### config.mk
export PLATFORM = sky130hd
export DESIGN_NAME = phase_rank_sel
export DESIGN_NICKNAME = d
export VERILOG_FILES = /design/src/rtl/phsel_pkg.sv /design/src/rtl/phsel_rank.sv /design/src/rtl/phsel_refs.sv /design/src/rtl/phsel_leg.sv /design/src/rtl/phase_rank_sel.sv
export SDC_FILE = /design/constraint.sdc
export NUM_CORES = 1
export LEC_CHECK = 0
export BUFFER_PORTS_ARGS = -buffer_cell sky130_fd_sc_hd__buf_4
export CAP_MARGIN = 20
export CELL_PAD_IN_SITES_DETAIL_PLACEMENT = 0
export CELL_PAD_IN_SITES_GLOBAL_PLACEMENT = 1
export CORE_ASPECT_RATIO = 1.4
export CORE_MARGIN = 2
export CORE_UTILIZATION = 43
export CTS_BUF_LIST = sky130_fd_sc_hd__clkbuf_8
export DETAILED_ROUTE_END_ITERATION = 7
export HOLD_SLACK_MARGIN = 0.15
export PLACE_DENSITY_LB_ADDON = 0.25
export SLEW_MARGIN = 30
export SYNTH_ARGS = -nofsm -noshare
export SYNTH_HDL_FRONTEND = slang
export SYNTH_SLANG_ARGS = --single-unit
### constraint.sdc
create_clock -name clk -period 7.1 [get_ports clk]
set_input_delay 0.355 -clock clk [delete_from_list [all_inputs] [get_ports clk]]
set_output_delay 0.355 -clock clk [all_outputs]
set_load 0.02 [all_outputs]
### src/rtl/phsel_pkg.sv
package phsel_pkg;

   typedef enum logic [1:0] {
      LEG_IDLE = 2'b00,
      LEG_N    = 2'b01,
      LEG_O    = 2'b10,
      LEG_P    = 2'b11
   } leg_st_e;

   localparam int NUM_LEGS = 3;

endpackage

### src/rtl/phsel_rank.sv
// Ranks three signed samples; ties resolved with leg 0 > leg 1 > leg 2.
module phsel_rank
   import phsel_pkg::*;
#(
   parameter int W = 16
) (
   input  logic signed [W-1:0] v_i   [NUM_LEGS],
   output leg_st_e             st_o  [NUM_LEGS],
   output logic [1:0]          idx_h_o,
   output logic [1:0]          idx_m_o,
   output logic [1:0]          idx_l_o
);

   logic a_ob, a_oc, b_oc;
   logic [1:0] wins [NUM_LEGS];

   // Greater-or-equal gives the lower-indexed leg the win on a tie.
   assign a_ob = (v_i[0] >= v_i[1]);
   assign a_oc = (v_i[0] >= v_i[2]);
   assign b_oc = (v_i[1] >= v_i[2]);

   assign wins[0] = {1'b0, a_ob}  + {1'b0, a_oc};
   assign wins[1] = {1'b0, ~a_ob} + {1'b0, b_oc};
   assign wins[2] = {1'b0, ~a_oc} + {1'b0, ~b_oc};

   always_comb begin
      idx_h_o = 2'd0;
      idx_m_o = 2'd1;
      idx_l_o = 2'd2;
      for (int i = 0; i < NUM_LEGS; i++) begin
         case (wins[i])
            2'd2:    begin st_o[i] = LEG_P; idx_h_o = 2'(i); end
            2'd1:    begin st_o[i] = LEG_O; idx_m_o = 2'(i); end
            default: begin st_o[i] = LEG_N; idx_l_o = 2'(i); end
         endcase
      end
   end

endmodule

### src/rtl/phsel_refs.sv
// Line-voltage references from the ranked samples, widened by one bit.
module phsel_refs
   import phsel_pkg::*;
#(
   parameter int W = 16
) (
   input  logic signed [W-1:0] v_i [NUM_LEGS],
   input  logic [1:0]          idx_h_i,
   input  logic [1:0]          idx_m_i,
   input  logic [1:0]          idx_l_i,
   output logic signed [W:0]   bus_o,
   output logic signed [W:0]   mid_o
);

   function automatic logic signed [W:0] pick(input logic signed [W-1:0] v [NUM_LEGS],
                                              input logic [1:0] idx);
      case (idx)
         2'd0:    return {v[0][W-1], v[0]};
         2'd1:    return {v[1][W-1], v[1]};
         default: return {v[2][W-1], v[2]};
      endcase
   endfunction

   logic signed [W:0] hi_x, md_x, lo_x;

   assign hi_x  = pick(v_i, idx_h_i);
   assign md_x  = pick(v_i, idx_m_i);
   assign lo_x  = pick(v_i, idx_l_i);
   assign bus_o = hi_x - lo_x;
   assign mid_o = md_x - lo_x;

endmodule

### src/rtl/phsel_leg.sv
// Per-leg decode of the rail state into four switch enables.
module phsel_leg
   import phsel_pkg::*;
(
   input  leg_st_e    st_i,
   output logic [3:0] sw_o
);

   always_comb begin
      case (st_i)
         LEG_P:   sw_o = 4'b0011;
         LEG_O:   sw_o = 4'b0110;
         LEG_N:   sw_o = 4'b1100;
         default: sw_o = 4'b0000;
      endcase
   end

endmodule

### src/rtl/phase_rank_sel.sv
module phase_rank_sel
   import phsel_pkg::*;
#(
   parameter int SAMPLE_W   = 16,
   parameter int MID_THRESH = 14189
) (
   input  logic                        clk,
   input  logic                        rst_n,
   input  logic                        smp_vld,
   input  logic signed [SAMPLE_W-1:0]  va,
   input  logic signed [SAMPLE_W-1:0]  vb,
   input  logic signed [SAMPLE_W-1:0]  vc,
   output logic [1:0]                  st_a,
   output logic [1:0]                  st_b,
   output logic [1:0]                  st_c,
   output logic [3:0]                  sw_a,
   output logic [3:0]                  sw_b,
   output logic [3:0]                  sw_c,
   output logic signed [SAMPLE_W:0]    bus_ref,
   output logic signed [SAMPLE_W:0]    mid_ref,
   output logic                        src_mode,
   output logic                        snk_mode
);

   localparam int REF_W = SAMPLE_W + 1;
   localparam logic signed [REF_W-1:0] THR = REF_W'(MID_THRESH);

   generate
      if (SAMPLE_W < 2 || SAMPLE_W > 30) begin : g_bad_width
         $error("phase_rank_sel: SAMPLE_W out of range");
      end
      if (MID_THRESH < 0 || MID_THRESH >= (1 << SAMPLE_W)) begin : g_bad_thresh
         $error("phase_rank_sel: MID_THRESH outside reference range");
      end
   endgenerate

   logic signed [SAMPLE_W-1:0] v [NUM_LEGS];
   leg_st_e                    st_d [NUM_LEGS];
   leg_st_e                    st_q [NUM_LEGS];
   logic [1:0]                 idx_h, idx_m, idx_l;
   logic signed [REF_W-1:0]    bus_d, mid_d;
   logic [3:0]                 sw [NUM_LEGS];

   assign v[0] = va;
   assign v[1] = vb;
   assign v[2] = vc;

   phsel_rank #(.W(SAMPLE_W)) u_rank (
      .v_i     (v),
      .st_o    (st_d),
      .idx_h_o (idx_h),
      .idx_m_o (idx_m),
      .idx_l_o (idx_l)
   );

   phsel_refs #(.W(SAMPLE_W)) u_refs (
      .v_i     (v),
      .idx_h_i (idx_h),
      .idx_m_i (idx_m),
      .idx_l_i (idx_l),
      .bus_o   (bus_d),
      .mid_o   (mid_d)
   );

   always_ff @(posedge clk) begin
      if (!rst_n) begin
         for (int i = 0; i < NUM_LEGS; i++) st_q[i] <= LEG_IDLE;
         bus_ref  <= '0;
         mid_ref  <= '0;
         src_mode <= 1'b0;
         snk_mode <= 1'b0;
      end else if (smp_vld) begin
         for (int i = 0; i < NUM_LEGS; i++) st_q[i] <= st_d[i];
         bus_ref  <= bus_d;
         mid_ref  <= mid_d;
         src_mode <= (mid_d > THR);
         snk_mode <= !(mid_d > THR);
      end
   end

   generate
      for (genvar g = 0; g < NUM_LEGS; g++) begin : g_leg
         phsel_leg u_leg (
            .st_i (st_q[g]),
            .sw_o (sw[g])
         );
      end
   endgenerate

   assign st_a = st_q[0];
   assign st_b = st_q[1];
   assign st_c = st_q[2];
   assign sw_a = sw[0];
   assign sw_b = sw[1];
   assign sw_c = sw[2];

endmodule

# --- After elaboration in Yosys (flattened, before gate mapping) ---
# Memory sizes are Yosys's and may differ from the RTL's.
# Cells that the tools add are included.
classes:
  addsub: 5
  order_cmp: 4
  n_eq_ne: 18
  mux: 24
  n_bitwise: 6
  n_reduce_logical: 7
ops:
  columns: ["cell", "n"]
  rows:
  - ["$pmux W17 S2", 3]
  - ["$ge A16 B16 Y1", 3]
  - ["$pmux W4 S3", 3]
  - ["$sub A17 B17 Y17", 2]
  - ["$eq A2 B1 Y1 const B", 9]
  - ["$eq A2 B2 Y1 const B", 9]
  - ["$gt A17 B15 Y1 const B", 1]
  - ["$mux W2", 8]
  - ["$pmux W2 S2", 3]
  - ["$mux W1", 7]
  - ["$add A1 B1 Y2", 3]
  - ["$logic_not A2 Y1", 3]
  - ["$reduce_or A2 Y1", 3]
  - ["$not A1 Y1", 3]
  - ["$or A1 B1 Y1", 3]
  - ["$logic_not A1 Y1", 1]
totals:
  register_bits: 36
  ram_bits: 6
  mem_count: 1
memory_table:
  columns: ["name", "words", "word_bits", "rd", "rd_ports_with_merged_regs", "write_ports", "line_no", "rtl"]
  rows:
  - ["st_q", 3, 2, 3, 0, 3, "phase_rank_sel.sv:39", "leg_st_e st_q [NUM_LEGS];"]

# --- Longest topological paths before layout ---
logic_depth:
  depth_word: 12
  ltp_mapped: 28
  depth_no_buf: 27

# --- Hierarchy ---
# From an unflattened synthesis, not the netlist that was laid out.
unflattened:
  cells_unflattened: 719
  area_unflattened_um2: 5856.9
modules_own_cells:
  columns: ["module", "instances", "cells_per_inst", "area_each_um2", "seq_area_each_um2"]
  rows:
  - ["phsel_refs", 1, 384, 2628.8, 0.0]
  - ["phase_rank_sel", 1, 144, 1682.9, 900.9]
  - ["phsel_rank", 1, 170, 1342.5, 0.0]
  - ["phsel_leg", 3, 7, 67.6, 0.0]

# --- Least setup slack after synthesis ---
# No wires, ideal clock.
synth_timing:
  kind: "input-to-reg"
  startpoint: "input port vc[6]"
  endpoint: "register snk_mode"
  setup_time_ns: 0.074
  t_arrival_ns: 5.739
  t_required_ns: 7.026
  path_slack_ns: 1.287
  stages: 26
  path_cell_list: "inv_1 > ha_1 > a41o_1 > a21oi_2 > nor3_1 > or3_1 > o21a_1 > buf_6 > ha_1 > nand2b_1 > clkbuf_1 > mux2i_1 > o21ai_0 > nor4_2 > nor2b_1 > ha_1 > inv_1 > and2_1 > a221o_1 > a31oi_1 > nor4b_1 > o41ai_4 > nor4bb_1 > a311o_1 > or3b_1 > a31oi_1"
synth_between:
  elab_chain_cells: 12
  word_cells_on_any_way: 31
synth_rtl:
  columns: ["element", "line_no", "rtl"]
  rows:
  - ["start: declaration", "phase_rank_sel.sv:12", "input logic signed [SAMPLE_W-1:0] vc,"]
  - ["$ge A16 B16 Y1", "phsel_rank.sv:19", "assign a_oc = (v_i[0] >= v_i[2]);"]
  - ["$add A1 B1 Y2", "phsel_rank.sv:22", "assign wins[0] = {1'b0, a_ob} + {1'b0, a_oc};"]
  - ["$eq A2 B2 Y1 or $eq A2 B1 Y1 (tied branches)", "phsel_rank.sv:31", "case (wins[i])"]
  - ["$reduce_or A2 Y1 (no line)", null, null]
  - ["$mux W2 (3 in series)", "phsel_rank.sv:31", null]
  - ["$eq A2 B1 Y1 or $logic_not A2 Y1 (tied branches)", "phsel_refs.sv:17", "case (idx)"]
  - ["$pmux W17 S2", "phsel_refs.sv:17", null]
  - ["$sub A17 B17 Y17 (*)", "phsel_refs.sv:30", "assign mid_o = md_x - lo_x;"]
  - ["$gt A17 B15 Y1 (*)", "phase_rank_sel.sv:77", "snk_mode <= !(mid_d > THR);"]
  - ["$logic_not A1 Y1 (*)", "phase_rank_sel.sv:77", null]
  - ["end signal: assignment", "phase_rank_sel.sv:77", null]
  - ["end: declaration", "phase_rank_sel.sv:22", "output logic snk_mode"]
# Every way passes the cells marked *; elsewhere a longest branch is shown, timed or not.
# A chain may end at the register's enable or synchronous reset.

# --- Worst setup path in the final report ---
layout_timing:
  startpoint: "input port vc[1]"
  endpoint: "register snk_mode"
# Same word-level chain as after synthesis.

==> reports/results.ini <==
[global_routing]
met2_usage_pct = 45.7
overflow = 0
grt_start_max_net_pins = 31
grt_pass1_vias = 5956
busiest_layer = met2
grt_usage_pct = 25.3
grt_util_met3_pct = 1.44
grt_pass1_wl_um = 30500
antenna_found_initial = 0
use_met1_pct = 32.0

[synthesis]
yosys-top-cells-count = ha_1, nand2_1, inv_1
yosysMostFrequentCell = ha_1
synth_area_leaders = ha_1, dfxtp_1, o21ai_0
synth_fp_nets = 917
netlist_area_sq_mm = 0.00603
async_reset_ff_share_pct = 0
yosysSeqAreaShare_pct = 15.0
synth_top_cell_by_area = ha_1
synth-seq-cells = 42
yosys_most_used_dff = dfxtp_1
synth_edf_count = 6
syn-instance-count = 779
ys_warn_count = 0
synth_top_cell_area_share_pct = 18.1
yosysUniqueCellTypes = 86
synth.avg_cell_area_sq_um = 7.74

[sta]
finalHoldViolCount = 0
slew_headroom_pct = 36.3
rsz0062_at_grt = false
worst_slew_pin_slew_ps = 955
fin_skew_ps = 0
fmax_ghz = 0.157
setup_viol = 0
period_share_pct = 89.9
final_max_slew_viol_count = 0
finalSetupTns_ps = 0
period_needed_ps = 6380

[place]
placed_area_sq_mm = 0.00697
place_congestion = 0.961
io_buffers = 104
place_hpwl_um = 16100

[die]
dieArea_sq_mm = 0.0150
start_util_pct = 43.7
ios = 105
rows = 51
core_area_sq_mm = 0.0138
dieWidth_um = 104
die_y_um = 144

[clocking]
clk_latency_ps = 300
h-tree-depth = 2
cts-buffers-inserted = 5
post_cts_resized = 0
cts_root_buf = clkbuf_8
cts_sinks = 42
clk_pin_slew_worst_paths_ps = 80
clockBufferDepth = 2
hold_buffers = 0
cts_tree = done
postCtsSetupRepairBufs = 0

[setup_path]
cp_common_cell = ha_1
cp-start-kind = primary input
crit_type = primary input to flip-flop
required_ps = 7340
cpMaxStageDelayCell = o41ai_4
crit_family = compound AO/OA/AOI/OAI gates
critical_path_arrival_ps = 6620
critPathCaptureType = flip-flop
slowest_delay_ps = 460
critPathMaxFanout = 14
critPathBufInv = 5

[power_and_ir_drop]
p_comb_share_pct = 74.8
power_frac_seq_pct = 17.3
p_per_area_mw_per_mm2 = 285
switchingPower_w = 0.00101
p_int_w = 0.00100
p_leak_nw = 3.34
switching_share_pct = 50.1
p_clk_share_pct = 7.9
ir_drop_uv = 106

[finish]
fin_area_sq_mm = 0.00706
fin_nets = 1007
diodes = 0
drive_gt1_share_pct = 17.8
areaGrowthSynthToFinish_pct = 17.2

[min_path]
hp-class = primary input to flip-flop

[detailed_routing]
via_count = 6215
viasPerCell = 5.89
drt_wl_total_um = 19200
wire_per_inst_um = 18.2
drc = 0
drtPass1Iterations = 5
drt_iter0_markers = 274
route.antenna.remaining_nets = 0

[run_status]
status = complete, no violations

[flow_run]
drv_cap = 0

-- worst register-to-register path, stage by stage, from the launching register on --
cell and delay (ps):
dfxtp_1 320, inv_1 50, o22ai_1 70, a22o_1 190
-- layer usage --
| metal | routed length, um | vias to the layer above |
|---|---|---|
| met2 | 9510 | 189 |
| li1 | - | 3087 |
| met5 | 0 | - |
| met1 | 8320 | 2911 |
| met4 | 571 | 0 |
| met3 | 819 | 28 |
-- power by group through the flow --
stage	registers [W]	logic, W	clock network (W)
final	0.000348	0.00150	0.000159
after CTS	0.000350	0.00150	0.000164
after global placement	0.000351	0.00147	0
after global routing	0.000357	0.00165	0.000171
after detailed placement	0.000355	0.00149	0
after floorplan	0.000433	0.000979	0
-- logic make-up (layout without fill, tap and decap cells) --
logic type / Yosys count / after routing / synth area share [%]
DFF: 42 / 42 / 15.0
AOI/OAI and AO/OA: 256 / 256 / 31.4
buffers and inverters: 98 / 189 / 6.62
xor gates and xnor gates: 27 / 27 / 3.92
and+or+nand+nor: 239 / 239 / 20.1
muxes: 27 / 27 / 4.51
adders and majority gates: 90 / 90 / 18.6
-- flip-flops by register name, summed over array words and instances, names as in the netlist --
signal / count
bus_ref: 17
src_mode: 1
snk_mode: 1
mid_ref: 17
st_q: 6
-- metrics by stage --
step	utilization [%]	hold WS, ps	power (W)	instances	setup WS [ps]
final	51.2	411	0.00201	1055	718
after global routing	51.2	425	0.00218	1055	332
after global placement	50.6	440	0.00182	1047	577
after floorplan	-	532	0.00141	779	1290
after detailed placement	50.6	448	0.00185	1047	436
after CTS	51.2	410	0.00201	1055	736
-- final timing paths --
kind | cells past startpoint | slack (ps) | start | to
min | 2 | 410 | rst_n | mid_ref[5]$_SDFFE_PN0P_
min reg2reg | 2 | 460 | mid_ref[7]$_SDFFE_PN0P_ | mid_ref[7]$_SDFFE_PN0P_
max reg2reg | 3 | 6370 | bus_ref[16]$_SDFFE_PN0P_ | bus_ref[16]$_SDFFE_PN0P_
max | 27 | 720 | vc[1] | snk_mode$_SDFFE_PN0P_
-- layout make-up --
| cell class | instances | area [sq um] |
|---|---|---|
| fill | 1456 | 6720 |
| inverter | 66 | 250 |
| multi-input combinational | 639 | 4730 |
| clock inverter | 2 | 8.76 |
| timing repair buffer | 115 | 863 |
| tap | 185 | 231 |
| clock buffer | 6 | 82.6 |
| sequential | 42 | 901 |
-- cells in the final DEF (no fill, tap or decap), types with 6 or more instances in the layout --
cell      synthesis  final
buf_4             1    115
ha_1             87     87
nand2_1          71     71
inv_1            63     64
o21ai_0          58     58
nor2_1           58     58
a21oi_1          40     40
dfxtp_1          36     36
mux2i_1          26     26
nor2b_1          17     17
xnor2_1          17     17
nand3_1          16     16
a21o_1           15     15
nor3_1           14     14
o211ai_1         12     12
a221oi_1         12     12
a31oi_1          10     10
xor2_1           10     10
nand4_1           9      9
a211oi_1          9      9
nand2b_1          9      9
and2_1            9      9
o31ai_1           7      7
o21a_1            6      6
a22o_1            6      6
a221o_1           6      6
clkbuf_8          0      6
edfxtp_1          6      6
(Power assumes the default switching activity.)
